--- src/rtl/xts_seq_pkg.sv ---
package xts_seq_pkg;

  localparam int BLK_W = 128;

  // reduction constant for x^128 = x^7 + x^2 + x + 1
  localparam logic [BLK_W-1:0] GF_FEEDBACK = 128'h87;

  // strobes from control to datapath
  typedef struct packed {
    logic takeSector;   // capture sectorNum for a new chain
    logic bumpSector;   // chain finished, advance sector number
    logic reqTweak;     // cipher request carries the sector word
    logic loadTweak;    // cipher returned the encrypted sector number
    logic latchBlock;   // unit accepted, store pre-masked data
    logic latchResult;  // cipher returned data, store post-masked result
    logic stepTweak;    // unit done, multiply tweak by x
  } seqStrobe_t;

  // multiply by x, byte 0 in bits [7:0]
  function automatic logic [BLK_W-1:0] gfDouble(input logic [BLK_W-1:0] t);
    return {t[BLK_W-2:0], 1'b0} ^ (t[BLK_W-1] ? GF_FEEDBACK : '0);
  endfunction

endpackage

--- src/rtl/xts_seq_ctrl.sv ---
module xts_seq_ctrl
  import xts_seq_pkg::*;
#(
  parameter int UNITS = 32
) (
  input  logic       clk,
  input  logic       rstN,
  input  logic       inValid,
  input  logic       inFirst,
  input  logic       inDecrypt,
  output logic       inReady,
  output logic       outValid,
  input  logic       outReady,
  output logic       cipReqValid,
  input  logic       cipReqReady,
  output logic       cipKeySel,
  output logic       cipDecrypt,
  input  logic       cipRespValid,
  output seqStrobe_t stb
);

  localparam int CNT_W = (UNITS > 1) ? $clog2(UNITS) : 1;
  localparam logic [CNT_W-1:0] LAST_UNIT = CNT_W'(UNITS - 1);

  typedef enum logic [2:0] {
    S_IDLE,
    S_TREQ,
    S_TWAIT,
    S_DREQ,
    S_DWAIT,
    S_OUT
  } state_t;

  state_t           state;
  logic [CNT_W-1:0] unitIdx;
  logic             chainLive;
  logic             freshLoad;
  logic             pendStart;
  logic             dirReg;

  logic acceptOk;
  logic accept;
  logic needLoad;
  logic lastUnit;
  logic outFire;

  always_comb begin
    acceptOk = (state == S_IDLE) && (inFirst ? freshLoad : chainLive);
    accept   = inValid && acceptOk;
    needLoad = (state == S_IDLE) && inValid && !acceptOk;
    lastUnit = (unitIdx == LAST_UNIT);
    outFire  = (state == S_OUT) && outReady;
  end

  always_comb begin
    stb.takeSector  = needLoad && inFirst;
    stb.bumpSector  = outFire && lastUnit;
    stb.reqTweak    = (state == S_TREQ);
    stb.loadTweak   = (state == S_TWAIT) && cipRespValid;
    stb.latchBlock  = accept;
    stb.latchResult = (state == S_DWAIT) && cipRespValid;
    stb.stepTweak   = outFire && !lastUnit;
  end

  assign inReady     = acceptOk;
  assign outValid    = (state == S_OUT);
  assign cipReqValid = (state == S_TREQ) || (state == S_DREQ);
  assign cipKeySel   = (state == S_TREQ);
  assign cipDecrypt  = (state == S_DREQ) && dirReg;

  always_ff @(posedge clk) begin
    if (!rstN) begin
      state <= S_IDLE;
    end else begin
      unique case (state)
        S_IDLE:  if (needLoad) state <= S_TREQ;
                 else if (accept) state <= S_DREQ;
        S_TREQ:  if (cipReqReady) state <= S_TWAIT;
        S_TWAIT: if (cipRespValid) state <= S_IDLE;
        S_DREQ:  if (cipReqReady) state <= S_DWAIT;
        S_DWAIT: if (cipRespValid) state <= S_OUT;
        S_OUT:   if (outReady) state <= S_IDLE;
        default: state <= S_IDLE;
      endcase
    end
  end

  always_ff @(posedge clk) begin
    if (!rstN) begin
      unitIdx   <= '0;
      chainLive <= 1'b0;
      freshLoad <= 1'b0;
      pendStart <= 1'b0;
      dirReg    <= 1'b0;
    end else begin
      if (needLoad) pendStart <= inFirst;

      if (stb.loadTweak)   freshLoad <= pendStart;
      else if (accept)     freshLoad <= 1'b0;

      if (stb.loadTweak)       chainLive <= 1'b1;
      else if (stb.bumpSector) chainLive <= 1'b0;

      if (stb.loadTweak || stb.bumpSector) unitIdx <= '0;
      else if (stb.stepTweak)              unitIdx <= unitIdx + 1'b1;

      if (accept) dirReg <= inDecrypt;
    end
  end

endmodule

--- src/rtl/xts_seq_datapath.sv ---
module xts_seq_datapath
  import xts_seq_pkg::*;
#(
  parameter int SECT_W = 64
) (
  input  logic              clk,
  input  logic              rstN,
  input  seqStrobe_t        stb,
  input  logic [BLK_W-1:0]  inData,
  input  logic [SECT_W-1:0] sectorNum,
  input  logic [BLK_W-1:0]  cipRespData,
  output logic [BLK_W-1:0]  cipReqData,
  output logic [BLK_W-1:0]  outData
);

  logic [BLK_W-1:0]  tweakReg;
  logic [SECT_W-1:0] sectorReg;
  logic [BLK_W-1:0]  blkReg;
  logic [BLK_W-1:0]  resReg;
  logic [BLK_W-1:0]  sectorWord;

  generate
    if (SECT_W < BLK_W) begin : g_pad
      assign sectorWord = {{(BLK_W - SECT_W){1'b0}}, sectorReg};
    end else begin : g_full
      assign sectorWord = sectorReg[BLK_W-1:0];
    end
  endgenerate

  always_ff @(posedge clk) begin
    if (!rstN) begin
      sectorReg <= '0;
      tweakReg  <= '0;
      blkReg    <= '0;
      resReg    <= '0;
    end else begin
      if (stb.takeSector)      sectorReg <= sectorNum;
      else if (stb.bumpSector) sectorReg <= sectorReg + 1'b1;

      if (stb.loadTweak)      tweakReg <= cipRespData;
      else if (stb.stepTweak) tweakReg <= gfDouble(tweakReg);

      if (stb.latchBlock)  blkReg <= inData ^ tweakReg;
      if (stb.latchResult) resReg <= cipRespData ^ tweakReg;
    end
  end

  assign cipReqData = stb.reqTweak ? sectorWord : blkReg;
  assign outData    = resReg;

endmodule

--- src/rtl/xts_tweak_seq.sv ---
module xts_tweak_seq
  import xts_seq_pkg::*;
#(
  parameter int SECT_W = 64,
  parameter int UNITS  = 32
) (
  input  logic              clk,
  input  logic              rstN,
  input  logic              inValid,
  output logic              inReady,
  input  logic              inFirst,
  input  logic              inDecrypt,
  input  logic [BLK_W-1:0]  inData,
  input  logic [SECT_W-1:0] sectorNum,
  output logic              outValid,
  input  logic              outReady,
  output logic [BLK_W-1:0]  outData,
  output logic              cipReqValid,
  input  logic              cipReqReady,
  output logic              cipKeySel,
  output logic              cipDecrypt,
  output logic [BLK_W-1:0]  cipReqData,
  input  logic              cipRespValid,
  input  logic [BLK_W-1:0]  cipRespData
);

  seqStrobe_t stb;

  xts_seq_ctrl #(.UNITS(UNITS)) u_ctrl (
    .clk          (clk),
    .rstN         (rstN),
    .inValid      (inValid),
    .inFirst      (inFirst),
    .inDecrypt    (inDecrypt),
    .inReady      (inReady),
    .outValid     (outValid),
    .outReady     (outReady),
    .cipReqValid  (cipReqValid),
    .cipReqReady  (cipReqReady),
    .cipKeySel    (cipKeySel),
    .cipDecrypt   (cipDecrypt),
    .cipRespValid (cipRespValid),
    .stb          (stb)
  );

  xts_seq_datapath #(.SECT_W(SECT_W)) u_dp (
    .clk         (clk),
    .rstN        (rstN),
    .stb         (stb),
    .inData      (inData),
    .sectorNum   (sectorNum),
    .cipRespData (cipRespData),
    .cipReqData  (cipReqData),
    .outData     (outData)
  );

endmodule

--- config.mk ---
export PLATFORM = sky130hd
export DESIGN_NAME = xts_tweak_seq
export DESIGN_NICKNAME = d
export VERILOG_FILES = /design/src/rtl/xts_seq_pkg.sv /design/src/rtl/xts_seq_ctrl.sv /design/src/rtl/xts_seq_datapath.sv /design/src/rtl/xts_tweak_seq.sv
export SDC_FILE = /design/constraint.sdc
export NUM_CORES = 1
export LEC_CHECK = 0
export BUFFER_PORTS_ARGS = -buffer_cell sky130_fd_sc_hd__buf_2
export CAP_MARGIN = 15
export CORE_AREA = 2 2 226 228
export CTS_CLUSTER_SIZE = 8
export DETAILED_ROUTE_END_ITERATION = 10
export DIE_AREA = 0 0 228 230
export PLACE_DENSITY = 0.7
export SETUP_SLACK_MARGIN = 0.1
export SYNTH_ARGS = -nofsm -noshare
export SYNTH_HDL_FRONTEND = slang
export SYNTH_SLANG_ARGS = --single-unit
--- constraint.sdc ---
create_clock -name clk -period 4.45 [get_ports clk]
set_input_delay 1.1125 -clock clk [delete_from_list [all_inputs] [get_ports clk]]
set_output_delay 1.1125 -clock clk [all_outputs]
set_load 0.01 [all_outputs]
### Word-level counts from Yosys, hierarchy flattened

Cells that the tools add are included.

* add/subtract/negate cells: 2
* equal/unequal tests: 12
* muxes and demuxes: 19
* bitwise gates (word level): 4
* reduce and logical (&&, ||, !) cells: 22

Operators by type and width (number)
* $mux 128: 3
* $xor 128x128->128: 3
* $mux 64: 2
* $add 64x1->64 const B: 1
* $mux 3: 7
* $pmux 3 s6: 1
* $logic_and 1x1->1: 11
* $mux 8: 1
* $ne 2x2->1 const B: 4
* $reduce_bool 2->1: 4
* $eq 3x2->1 const B: 2
* $eq 3x3->1 const B: 2
* $reduce_and 6->1: 1
* $add 5x1->5 const B: 1
* $eq 5x5->1 const B: 1
* $mux 1: 5
* $eq 3x1->1 const B: 1
* $logic_not 3->1: 1
* $ne 3x1->1 const B: 1
* $logic_not 1->1: 2
* $logic_or 1x1->1: 2
* $ne 2x1->1 const B: 1
* $reduce_or 2->1: 1
* $not 1->1: 1

* register bits after elaboration: 460
* bits of input ports: 328
* output and inout port bits: 261
* word-level logic and storage cells: 69

### Logic depth before layout (Yosys ltp)

* word-level depth: 6
* depth in mapped cells: 10
* depth with buffers taken out: 9

### By module

Synthesis repeated with hierarchy kept, for this count alone.

* cells, all modules: 2485
* area total of the unflattened synthesis: 21763.4 um^2

By module, submodules not included
* xts_seq_datapath: instances 1, cells each 2396, area each 21008.9 um^2, sequential area each 8968.6 um^2
* xts_seq_ctrl: instances 1, cells each 89, area each 754.5 um^2, sequential area each 240.2 um^2

### Worst setup path after synthesis

No wires, ideal clock.

* kind: flip-flop to output port
* start: register u_ctrl.state[0]
* end: output cipReqData[10]
* arrival time: 1.875 ns
* data required time: 3.338 ns
* path slack: 1.463 ns
* cell stages (with the launch flop): 7
* buffers on the path: 3
* cell sequence: dfxtp_1 > buf_2 > inv_1 > nor3_1 > clkbuf_1 > buf_1 > mux2_2

* word-level cells in the longest chain between the ends: 2

Ends and longest elaborated chain
* start, declared: line xts_seq_ctrl.sv:34 `state_t state;`
* start signal, assigned: line xts_seq_ctrl.sv:73 `state <= S_IDLE;`
* start signal, assigned: line xts_seq_ctrl.sv:76 `S_IDLE: if (needLoad) state <= S_TREQ;`
* start signal, assigned: line xts_seq_ctrl.sv:77 `else if (accept) state <= S_DREQ;`
* $eq 3x1->1: line xts_seq_ctrl.sv:58 `stb.reqTweak = (state == S_TREQ);`
* $mux 128: line xts_seq_datapath.sv:48 `assign cipReqData = stb.reqTweak ? sectorWord : blkReg;`
* end, declared: line xts_tweak_seq.sv:22 `output logic [BLK_W-1:0] cipReqData,`

No other way between the ends.

### Worst setup path in the final report

* start: register u_ctrl.state[0]
* end: output cipReqData[63]

Same word-level chain as after synthesis.

==> results.json <==
{
  "status": "finished, final reports clean",
  "dp.cells": 3465,
  "yosys.area.top_type": "dfxtp_1",
  "reg2reg_depth": 6,
  "reg2reg_slack_ns": 1.60,
  "grt_max_degree": 192,
  "wirelength_um": 72740,
  "syn-instance-count": 2364,
  "gp_congestion": 0.9423,
  "async_flop_share": 0,
  "drv_cap": 0,
  "fp-row-count": 82,
  "grt_pass1_wl_um": 109400,
  "p_clk_frac": 0.375,
  "layout.cells.non_filler": 3574,
  "r2r-start": "u_dp.sectorReg[7]",
  "io_pins": 589,
  "utilization": 0.5384,
  "nets": 3193,
  "drt-initial-drc-count": 1515,
  "critPathMaxStageDelay_ns": 0.55,
  "worstPathRequired_ns": 3.34,
  "relSlewSlack": 0.2490,
  "switching_share": 0.3123,
  "fmax_mhz": 265.3,
  "finalPower_mw": 12.23,
  "peakVddDrop_mv": 0.2914,
  "clock_path_buffers": 3,
  "fin_crit_sh": 0.8470,
  "power_switching_mw": 3.820,
  "cts_buffers": 67,
  "holdBufCountCts": 0,
  "tightest_slew_ns": 1.122,
  "dp_hpwl_um": 52770,
  "cp_cell_sequence": "inv_1 > nor3_2 > buf_12 > mux2_2 > buf_2",
  "synth-seq-cells": 460,
  "ys_top_cells_by_area": "dfxtp_1 (43%), a211oi_1 (14%), xnor2_1 (12%)",
  "ys_seq_area_frac": 0.4282,
  "crit_path_end_kind": "output pin",
  "fin_skew_ns": 0.01727,
  "area_delta_synth_final_pct": 24.84,
  "crit_end": "cipReqData[63]",
  "syn_nets": 2695,
  "seqPwrFrac": 0.426,
  "setup_slack_ns": 0.6806,
  "slowest_stage": "dfxtp_1",
  "synth_edf_count": 0,
  "clock_latency_ns": 0.60,
  "synth_top_area_frac": 0.4282,
  "die-area_um2": 52440,
  "vias": 19560,
  "pwr-share-comb": 0.199,
  "cp.arrival_ns": 2.66,
  "ys_types": 45,
  "drtAntennaViolNets": 0,
  "initial_core_util": 0.4313,
  "dieHeight_um": 230,
  "grt_pass1_vias": 18850,
  "netlist_area_um2": 21510,
  "syn_avg_cell_area_um2": 9.098,
  "viasPerCell": 5.474,
  "post_cts_resized": 0,
  "fp.dieW_um": 228,
  "maxSlewViolCount": 0,
  "portBuffers": 588,
  "cts_root_buf": "clkbuf_16",
  "design_area_um2": 26850,
  "rsz0062_at_grt": "false",
  "path_clk_slew_ns": 0.05,
  "whs_ns": 0.4527,
  "internal-power_mw": 8.412,
  "hold_path.class": "reg2reg",
  "drive_gt1_frac": 0.2682,
  "crit_path_max_fanout": 64,
  "cp-startpoint": "u_ctrl.state[0]",
  "min_period_ns": 3.769,
  "overflow": 0,
  "synth_ff_type": "dfxtp_1",
  "setup_violations": 0,
  "wire_per_inst_um": 20.35,
  "timing.rr.end": "u_dp.sectorReg[56]",
  "post-place-ws_ns": 1.311,
  "place_area_um2": 24970,
  "dr.pass1.iters": 7,
  "tns_ns": 0,
  "cts_setup_buffers": 0,
  "yosysWarnings": 0,
  "drc": 0,
  "antenna_found_initial": 37,
  "startpoint_type": "register",
  "core-area_um2": 49860,
  "power.density_nw_per_um2": 455.6,
  "tritoncts": "done",
  "p_leak_nw": 9.930,
  "critPathKind": "reg2out",
  "hold_violations": 0,
  "grt_use_total": 0.2653,
  "cts_max_level": 3,
  "cts_sinks": 460
}
## state kept, by name, summed over array words and instances (netlist names)
signal,cells
u_ctrl.chainLive,1
u_ctrl.dirReg,1
u_ctrl.freshLoad,1
u_ctrl.pendStart,1
u_ctrl.state,3
u_ctrl.unitIdx,5
u_dp.blkReg,128
u_dp.outData,128
u_dp.sectorReg,64
u_dp.tweakReg,128
## cell type report
| class | instances | area (um2) |
|---|---|---|
| Multi-Input combinational cell | 1706 | 11570 |
| Antenna cell | 31 | 77.57 |
| Fill cell | 4598 | 23010 |
| Tap cell | 672 | 840.8 |
| Inverter | 12 | 52.55 |
| Timing Repair Buffer | 615 | 3296 |
| Sequential cell | 460 | 9209 |
| Clock buffer | 71 | 1692 |
| Clock inverter | 7 | 110.1 |
## cell families after synthesis
kind of cell / synth area share
AO/OA/AOI/OAI: 0.1668
XOR/XNOR: 0.1283
adder cells (fa/ha/maj): 0.001745
buffers and inverters: 0.03531
flip-flops: 0.4282
multiplexers: 0.09407
AND/OR/NAND/NOR: 0.1456
## cell usage after synthesis, drive strengths merged, types with 12 or more instances
cell type / number
nor2b: 65
a21oi: 49
xor2: 30
nor4: 16
nand4: 29
and3: 14
dfxtp: 460
buf: 22
xnor2: 285
clkbuf: 164
a211oi: 399
mux2: 65
nor2: 433
nand2: 48
o21ai: 39
mux2i: 129
inv: 12
nand3: 33
nor3: 18
## worst min path at each step
stage	start	to	slack (ns)	cells past startpoint
3_5_place_dp	u_ctrl.dirReg	u_ctrl.dirReg	0.45	2
6_report	u_ctrl.dirReg	u_ctrl.dirReg	0.45	2
2_1_floorplan	u_ctrl.pendStart	u_ctrl.freshLoad	0.43	2
4_1_cts	u_ctrl.pendStart	u_ctrl.freshLoad	0.45	2
5_1_grt	u_ctrl.pendStart	u_ctrl.freshLoad	0.47	2
3_3_place_gp	u_ctrl.pendStart	u_ctrl.freshLoad	0.44	2
## layer usage
metal,GRT usage,share of wire,wire length (um),up-vias
met3,0.06176,0.069,5019,175
li1,-,-,-,9379
met1,0.3298,0.42,30310,9241
met5,0,0.00063,46,-
met4,0.1430,0.041,3016,8
met2,0.4271,0.47,34340,760
## worst max-delay path, delay by kind of cell, from the launching register on
kind          cells  cell delay (ns)
buf+inv           3             0.66
flops             1             0.55
mux               1             0.38
simple gates      1             0.37
## power by group through the flow
stage	sequential, mW	combinational, mW	clock [mW]
2_1_floorplan	5.03	1.73	0
3_3_place_gp	5.25	2.34	0
3_5_place_dp	5.27	2.41	0
4_1_cts	5.19	2.43	4.66
5_1_grt	5.26	2.66	4.83
6_report	5.21	2.43	4.59
## layout by cell type (no fill, tap or decap), types with 3 or more instances in the layout
master / count
ha_1: 3
nor3_2: 3
clkbuf_1: 4
clkbuf_16: 67
a21oi_1: 49
or3_1: 8
o21ai_0: 39
nor2_1: 431
nand3_1: 33
buf_2: 588
dfxtp_1: 460
inv_1: 11
or4_1: 3
mux2_2: 65
a211oi_1: 399
a311oi_1: 4
nand4_1: 27
buf_12: 12
xor2_1: 30
o211ai_1: 6
nand2_1: 48
inv_16: 3
diode_2: 31
mux2i_1: 129
nor2b_1: 65
buf_4: 15
nor4_1: 13
nand2b_1: 3
nand4b_1: 3
nor3_1: 15
xnor2_1: 285
and4_1: 3
and3_1: 14
a31oi_1: 6
and2_1: 3
(Power assumes the default switching activity.)
